[src/rtl/i2c_tpm_bridge_pkg.sv]
package i2c_tpm_bridge_pkg;
  localparam int BUS_BYTES = 4;
  localparam int BUS_W     = 8 * BUS_BYTES;
  localparam int CNT_W     = $clog2(BUS_BYTES + 2);
  localparam int PTR_W     = $clog2(BUS_BYTES + 1);

  typedef enum logic [2:0] {
    EV_START_WR = 3'd0,
    EV_START_RD = 3'd1,
    EV_WR_BYTE  = 3'd2,
    EV_RD_REQ   = 3'd3,
    EV_STOP     = 3'd4
  } evt_e;

  typedef enum logic [3:0] {
    RK_NONE, RK_LOC, RK_ACCESS, RK_INTEN, RK_INTCAP, RK_STS, RK_FIFO,
    RK_INTF, RK_DEVADR, RK_CSEN, RK_CSGET, RK_DID, RK_RID
  } reg_e;

  typedef enum logic [1:0] {OP_IDLE, OP_SEND, OP_RECV} op_e;

  localparam logic [7:0] IX_LOC    = 8'h00;
  localparam logic [7:0] IX_ACCESS = 8'h04;
  localparam logic [7:0] IX_INTEN  = 8'h08;
  localparam logic [7:0] IX_INTCAP = 8'h14;
  localparam logic [7:0] IX_STS    = 8'h18;
  localparam logic [7:0] IX_FIFO   = 8'h24;
  localparam logic [7:0] IX_INTF   = 8'h30;
  localparam logic [7:0] IX_DEVADR = 8'h38;
  localparam logic [7:0] IX_CSEN   = 8'h40;
  localparam logic [7:0] IX_CSGET  = 8'h44;
  localparam logic [7:0] IX_DID    = 8'h48;
  localparam logic [7:0] IX_RID    = 8'h4C;

  localparam logic [BUS_W-1:0] INT_EN_MASK = 32'h8000_0007;
  localparam logic [BUS_W-1:0] STS_WR_MASK = 32'h0F00_40EC;
  localparam logic [BUS_W-1:0] STS_RD_MASK = 32'h03FF_FFFF;
endpackage

[src/rtl/bridge_regmap.sv]
module bridge_regmap
  import i2c_tpm_bridge_pkg::*;
#(
  parameter int ADDR_W = 16
) (
  input  logic [7:0]        idx,
  output reg_e              kind,
  output logic [ADDR_W-1:0] tis_off,
  output logic [1:0]        sts_off
);
  always_comb begin
    kind    = RK_NONE;
    tis_off = '0;
    sts_off = 2'd0;
    if (idx[7:2] == IX_STS[7:2]) begin
      kind    = RK_STS;
      tis_off = ADDR_W'(12'h018);
      sts_off = idx[1:0];
    end else begin
      case (idx)
        IX_LOC:    kind = RK_LOC;
        IX_ACCESS: begin kind = RK_ACCESS; tis_off = ADDR_W'(12'h000); end
        IX_INTEN:  begin kind = RK_INTEN;  tis_off = ADDR_W'(12'h008); end
        IX_INTCAP: kind = RK_INTCAP;
        IX_FIFO:   begin kind = RK_FIFO;   tis_off = ADDR_W'(12'h024); end
        IX_INTF:   begin kind = RK_INTF;   tis_off = ADDR_W'(12'h014); end
        IX_DEVADR: kind = RK_DEVADR;
        IX_CSEN:   kind = RK_CSEN;
        IX_CSGET:  kind = RK_CSGET;
        IX_DID:    begin kind = RK_DID;    tis_off = ADDR_W'(12'hF00); end
        IX_RID:    begin kind = RK_RID;    tis_off = ADDR_W'(12'hF04); end
        default:   kind = RK_NONE;
      endcase
    end
  end
endmodule

[src/rtl/bridge_wfmt.sv]
module bridge_wfmt
  import i2c_tpm_bridge_pkg::*;
(
  input  reg_e             kind,
  input  logic [1:0]       sts_off,
  input  logic [BUS_W-1:0] raw,
  output logic [BUS_W-1:0] data,
  output logic [2:0]       size
);
  always_comb begin
    data = raw;
    size = 3'd4;
    case (kind)
      RK_INTEN: data = raw & INT_EN_MASK;
      RK_STS: begin
        data = raw & (STS_WR_MASK >> {sts_off, 3'b000});
        if (sts_off != 2'd0) size = 3'd1;
      end
      default: ;
    endcase
  end
endmodule

[src/rtl/bridge_rfmt.sv]
module bridge_rfmt
  import i2c_tpm_bridge_pkg::*;
#(
  parameter int LOC_W = 3
) (
  input  reg_e             kind,
  input  logic [1:0]       sts_off,
  input  logic [LOC_W-1:0] loc,
  input  logic             csen,
  input  logic [BUS_W-1:0] csum,
  input  logic [BUS_W-1:0] be_val,
  output logic [BUS_W-1:0] value,
  output logic             local_src
);
  always_comb begin
    local_src = 1'b1;
    value     = '0;
    case (kind)
      RK_LOC:    value = BUS_W'(loc);
      RK_CSEN:   value = BUS_W'(csen);
      RK_INTCAP: value = INT_EN_MASK;
      RK_CSGET:  value = csum;
      RK_STS: begin
        local_src = 1'b0;
        value = (be_val & STS_RD_MASK) >> {sts_off, 3'b000};
      end
      RK_FIFO: begin
        local_src = 1'b0;
        value = BUS_W'(be_val[7:0]);
      end
      default: begin
        local_src = 1'b0;
        value = be_val;
      end
    endcase
  end
endmodule

[src/rtl/i2c_tpm_bridge.sv]
module i2c_tpm_bridge
  import i2c_tpm_bridge_pkg::*;
#(
  parameter int ADDR_W    = 16,
  parameter int LOC_SHIFT = 12,
  parameter int NUM_LOC   = 5
) (
  input  logic              clk,
  input  logic              rst_n,
  input  logic              evt_valid,
  output logic              evt_ready,
  input  logic [2:0]        evt_kind,
  input  logic [7:0]        evt_wdata,
  output logic              rsp_valid,
  output logic              rsp_nak,
  output logic [7:0]        rsp_rdata,
  output logic              be_req_valid,
  input  logic              be_req_ready,
  output logic              be_we,
  output logic [ADDR_W-1:0] be_addr,
  output logic [BUS_W-1:0]  be_wdata,
  output logic [2:0]        be_size,
  input  logic [BUS_W-1:0]  be_rdata,
  input  logic [BUS_W-1:0]  csum_in
);
  localparam int LOC_W = $clog2(NUM_LOC);

  op_e              op_q;
  logic [7:0]       idx_q;
  logic [CNT_W-1:0] cnt_q;
  logic             dead_q;
  logic [BUS_W-1:0] wb_q;
  logic [BUS_W-1:0] rc_q;
  logic [PTR_W-1:0] ptr_q;
  logic [LOC_W-1:0] loc_q;
  logic             csen_q;

  // index decode: the index byte itself while it is being written, else the held one
  logic       has_idx;
  logic [7:0] dec_idx;
  reg_e       kind;
  logic [ADDR_W-1:0] tis_off;
  logic [1:0] sts_off;

  assign has_idx = (cnt_q != '0);
  assign dec_idx = (evt_kind == EV_WR_BYTE && !has_idx) ? evt_wdata : idx_q;

  bridge_regmap #(.ADDR_W(ADDR_W)) u_map (
    .idx(dec_idx), .kind(kind), .tis_off(tis_off), .sts_off(sts_off)
  );

  logic [BUS_W-1:0] wr_data;
  logic [2:0]       wr_size;
  bridge_wfmt u_wfmt (
    .kind(kind), .sts_off(sts_off), .raw(wb_q), .data(wr_data), .size(wr_size)
  );

  logic [BUS_W-1:0] rd_value;
  logic             rd_local;
  bridge_rfmt #(.LOC_W(LOC_W)) u_rfmt (
    .kind(kind), .sts_off(sts_off), .loc(loc_q), .csen(csen_q), .csum(csum_in),
    .be_val(be_rdata), .value(rd_value), .local_src(rd_local)
  );

  // back-end demand of the offered event
  logic fwd_kind, fifo_wr, stop_wr, rd_fetch, rd_fifo, need_be, accept;
  assign fwd_kind = kind inside {RK_ACCESS, RK_INTEN, RK_STS, RK_INTF, RK_DID, RK_RID};
  assign fifo_wr  = (evt_kind == EV_WR_BYTE) && has_idx && !dead_q && (kind == RK_FIFO);
  assign stop_wr  = (evt_kind == EV_STOP) && (op_q == OP_SEND) &&
                    (cnt_q > CNT_W'(1)) && fwd_kind;
  assign rd_fetch = (evt_kind == EV_RD_REQ) && (op_q == OP_SEND) &&
                    (cnt_q == CNT_W'(1)) && !rd_local;
  assign rd_fifo  = (evt_kind == EV_RD_REQ) && (op_q == OP_RECV) && has_idx &&
                    (kind == RK_FIFO);
  assign need_be  = fifo_wr | stop_wr | rd_fetch | rd_fifo;

  assign be_req_valid = evt_valid && need_be;
  assign evt_ready    = !need_be || be_req_ready;
  assign accept       = evt_valid && evt_ready;
  assign be_we        = fifo_wr | stop_wr;
  assign be_wdata     = fifo_wr ? BUS_W'(evt_wdata) : wr_data;
  assign be_addr      = tis_off
                      + ((stop_wr && kind == RK_STS) ? ADDR_W'(sts_off) : '0)
                      + (ADDR_W'(loc_q) << LOC_SHIFT);

  always_comb begin
    if (stop_wr)                                       be_size = wr_size;
    else if (fifo_wr || rd_fifo || kind == RK_FIFO)    be_size = 3'd1;
    else                                               be_size = 3'd4;
  end

  always_ff @(posedge clk or negedge rst_n) begin
    if (!rst_n) begin
      op_q      <= OP_IDLE;
      idx_q     <= '0;
      cnt_q     <= '0;
      dead_q    <= 1'b0;
      wb_q      <= '0;
      rc_q      <= '0;
      ptr_q     <= '0;
      loc_q     <= '0;
      csen_q    <= 1'b0;
      rsp_valid <= 1'b0;
      rsp_nak   <= 1'b0;
      rsp_rdata <= '0;
    end else begin
      rsp_valid <= accept;
      if (accept) begin
        rsp_nak   <= 1'b0;
        rsp_rdata <= '0;
        case (evt_kind)
          EV_START_WR: begin
            op_q <= OP_IDLE; idx_q <= '0; cnt_q <= '0; dead_q <= 1'b0;
            wb_q <= '0; rc_q <= '0; ptr_q <= '0;
          end
          EV_WR_BYTE: begin
            if (dead_q) begin
              rsp_nak <= 1'b1;
            end else if (!has_idx) begin
              if (kind == RK_NONE || kind == RK_DEVADR) begin
                rsp_nak <= 1'b1;
                dead_q  <= 1'b1;
              end else begin
                idx_q <= evt_wdata;
                cnt_q <= CNT_W'(1);
                op_q  <= OP_SEND;
              end
            end else if (kind == RK_FIFO) begin
              op_q <= OP_SEND;
            end else if (cnt_q >= CNT_W'(BUS_BYTES + 1)) begin
              rsp_nak <= 1'b1;
            end else begin
              for (int b = 0; b < BUS_BYTES; b++)
                if (cnt_q == CNT_W'(b + 1)) wb_q[b*8 +: 8] <= evt_wdata;
              cnt_q <= cnt_q + CNT_W'(1);
            end
          end
          EV_RD_REQ: begin
            if (op_q == OP_RECV) begin
              if (rd_fifo) begin
                rsp_rdata <= be_rdata[7:0];
              end else if (ptr_q < PTR_W'(BUS_BYTES)) begin
                rsp_rdata <= rc_q[{ptr_q[1:0], 3'b000} +: 8];
                ptr_q     <= ptr_q + PTR_W'(1);
              end
            end else if (op_q == OP_SEND && cnt_q == CNT_W'(1)) begin
              rc_q      <= rd_value;
              rsp_rdata <= rd_value[7:0];
              ptr_q     <= PTR_W'(1);
              op_q      <= OP_RECV;
            end else begin
              op_q  <= OP_RECV;
              ptr_q <= PTR_W'(BUS_BYTES);
            end
          end
          EV_STOP: begin
            if (op_q == OP_SEND && cnt_q > CNT_W'(1)) begin
              if (kind == RK_LOC && wb_q[7:0] < 8'(NUM_LOC)) loc_q <= wb_q[LOC_W-1:0];
              if (kind == RK_CSEN) csen_q <= wb_q[0];
            end
            op_q <= OP_IDLE; idx_q <= '0; cnt_q <= '0; dead_q <= 1'b0;
            wb_q <= '0; rc_q <= '0; ptr_q <= '0;
          end
          default: ;
        endcase
      end
    end
  end
endmodule

[config.mk]
export PLATFORM = sky130hd
export DESIGN_NAME = i2c_tpm_bridge
export DESIGN_NICKNAME = d
export VERILOG_FILES = /design/src/rtl/i2c_tpm_bridge_pkg.sv /design/src/rtl/bridge_regmap.sv /design/src/rtl/bridge_wfmt.sv /design/src/rtl/bridge_rfmt.sv /design/src/rtl/i2c_tpm_bridge.sv
export SDC_FILE = /design/constraint.sdc
export NUM_CORES = 1
export LEC_CHECK = 0
export ABC_CLOCK_PERIOD_IN_PS = 5700
export CAP_MARGIN = 25
export CORE_MARGIN = 2
export CORE_UTILIZATION = 56
export DETAILED_ROUTE_END_ITERATION = 10
export GPL_TIMING_DRIVEN = 0
export PLACE_DENSITY = 0.87
export SLEW_MARGIN = 20
export SYNTH_ARGS = -nofsm -noshare
export SYNTH_HDL_FRONTEND = slang
export SYNTH_SLANG_ARGS = --single-unit
[constraint.sdc]
create_clock -name clk -period 5.7 [get_ports clk]
set_input_delay 0.57 -clock clk [delete_from_list [all_inputs] [get_ports clk]]
set_output_delay 0.57 -clock clk [all_outputs]
set_load 0.02 [all_outputs]
==> results.cfg <==
[setup_path]
startpoint_type = input port
cp.arrival_ns = 4.49
end_kind = primary output
crit_path_top_delay_cell = clkdlybuf4s50_1
cp_slowest_stage_delay_ns = 0.62
cp_data_required_time_ns = 5.13
crit_path_cell_trace = clkdlybuf4s50_1 -> or3b_1 -> buf_6 -> clkbuf_1 -> nor4_1 -> nor2_2 -> inv_1 -> buf_2 -> ha_1 -> nor2_1 -> nor2_1 -> and2_1 -> clkdlybuf4s50_1
critPathMaxFanout = 11
worstSetupPathType = input port to primary output

[placed_design]
dp_slack_ns = 0.7412
port_buffers = 136
routabilityCongestion = 0.9833
dpl.hpwl_mm = 16.41

[cells_and_area]
fill_cells = 848
drive_gt1_share_pct = 13.04
layout_commonest_cell = clkdlybuf4s50_1
layout_common_cells = clkdlybuf4s50_1, dfrtp_1, nand2_1, nor2_1, mux2_2
multi_input_area_sq_um = 3726
antennaDiodeCount = 0
syn_to_final_growth_pct = 28.74
register_area_sq_um = 2377
nets = 921

[global_routing]
track_usage_pct = 36.16
antenna_found_initial = 0
grt_start_max_net_pins = 54
grt_pass1_vias = 6422
grt_remaining_overflow = 0
grt_pass1_wl_mm = 34.86

[logic_synthesis]
ys_seq_area_share_pct = 37.12
yosysWarnings = 0
synth_area_leaders = dfrtp_1, mux2_2, nand2_1
ys.flop_type = dfrtp_1
yosysTopAreaCell = dfrtp_1
syn_area_sq_um = 6404
async_reset_ff_share_pct = 100.0
synth_edf_count = 0
synthCells = 679
avgSynthCellArea_sq_um = 9.431
post-synth-top-area-fraction_pct = 37.12
synth-seq-cells = 95
synth_cell_types = 83

[floorplanning]
die_w_microns = 110.9
coreArea_sq_um = 11270
boundaryPins = 143
fp.dieArea_sq_um = 12310
rows = 39
die_h_microns = 110.9
initial_core_util_pct = 56.81

[drt]
num_vias = 6558
drc = 0
detail-route-antenna-nets = 0
first_iter_violations = 660
drt-vias-per-instance = 6.699
drt-total-wl_mm = 22.12
wl_per_cell_microns = 22.59
drt_pass1_iterations = 6

[timing]
finalSetupViolCount = 0
grt_setup_unrepaired = no
slew_viol_final = 0
setup_ws_ns = 0.6447
tightestPinTransition_ns = 0.9485
fin_crit_sh_pct = 88.69
period_needed_ns = 5.055
relSlewSlack_pct = 36.28
fmax_mhz = 197.8
hold_viol = 0
setup_tns_ns = 0
finClkSkew_ns = 0.01129

[pwr]
vdd_drop_max_mv = 0.2701
p_leak_nw = 3.451
power_density_nw_per_um2 = 388.6

[clock_tree]
cts_resized = 0
clk_latency_ns = 0.36
clk_pin_slew_ns = 0.07
hold_buffers = 0
ctsRootBufferMaster = clkbuf_16
htree_levels = 3
cts.sinks = 95
cts_buffers = 9
cts_setup_buffers = 0
cts_tree = built
clk_path_buf_depth = 2

[min_path]
worstHoldPathType = input port to async pin

[run_status]
status = complete, no violations

[flow_run]
drv_cap = 0
==> report_power, final <==
group / total [mW] / internal [mW] / switching (mW)
clock: 0.558 / 0.294 / 0.264
combinational: 1.60 / 0.678 / 0.923
sequential: 1.05 / 0.890 / 0.155
==> flip-flops by register name, indices dropped and copies added, names as in the netlist <==
signal and count:
rc_q 32, rsp_valid 1, loc_q 3, rsp_nak 1, wb_q 32, ptr_q 3, rsp_rdata 8, op_q 2
dead_q 1, cnt_q 3, idx_q 8, csen_q 1
==> cell families after synthesis <==
logic type	after synthesis	share of synthesized area [%]
AOI/OAI and AO/OA	189	22.98
xor gates and xnor gates	1	0.1368
adders and majority gates	10	1.954
buffers and inverters	67	4.865
DFF	95	37.12
muxes	61	11.90
other	1	0.05856
and+or+nand+nor	255	20.98
==> cell type report <==
type                       instances  area share (%)
clock buffer                      12           2.868
timing repair buffer             139           16.89
sequential                        95           28.84
clock inverter                     3          0.2580
multi-input combinational        520           45.20
tap                              143           2.170
buffer                            52           3.096
inverter                          15          0.6830
==> cell usage after synthesis, types with 5 or more instances <==
cell type and n:
mux2i_1 15, a22oi_1 18, a211oi_1 10, dfrtp_1 95, ha_1 10, mux4_2 8
mux2_2 37, a21oi_1 21, nand4_1 5, nor4_1 11, buf_4 7, o21ai_0 21
nor2_1 51, a21o_1 6, o31ai_1 36, buf_2 15, nand2_1 82, nor2b_1 8
and2_1 33, nand3_1 15, clkbuf_1 27, a22o_1 13, nor3_1 9, a221oi_1 13
inv_1 14
==> worst paths after layout <==
| path | from | end | slack (ns) | cells after the start |
|---|---|---|---|---|
| max | evt_kind[1] | be_wdata[19] | 0.64 | 13 |
| min in group clk | rc_q[20] | rc_q[20] | 0.48 | 2 |
| max in group asynchronous | rst_n | idx_q[0] | 4.93 | 2 |
| min | rst_n | rc_q[10] | 0.15 | 1 |
| max reg2reg | cnt_q[1] | rc_q[30] | 1.40 | 12 |
| min reg2reg | rc_q[20] | rc_q[20] | 0.48 | 2 |
==> worst max-delay path, delay by kind of cell <==
kind	cells	cell delay, ns
simple gates	6	1.66
buf+inv	6	2.04
fa+ha+maj	1	0.21
==> routing by layer <==
layer / routed length, microns / part of all wire (%) / vias to the layer above / global-route usage [%]
li1: - / - / 2860 / -
met1: 8897 / 40 / 3179 / 49.68
met2: 10200 / 46 / 456 / 56.73
met3: 2419 / 11 / 63 / 8.857
met4: 597 / 2.7 / 0 / 11.83
met5: 0 / 0 / - / 0
==> metrics by stage <==
stage / cell area, sq um / std cells / total power, mW / utilization (%) / hold WS, ns
global placement: 7955 / 961 / 2.555 / 70.57 / 0.4578
detailed placement: 7981 / 963 / 2.606 / 70.81 / 0.4642
CTS: 8239 / 978 / 3.165 / 73.09 / 0.1733
finish: 8244 / 979 / 3.204 / 73.14 / 0.1526
floorplan: 6415 / 682 / 2.016 / - / 0.2744
global route: 8244 / 979 / 3.358 / 73.14 / 0.1947
Note: power is estimated with default switching activity, not from simulation.
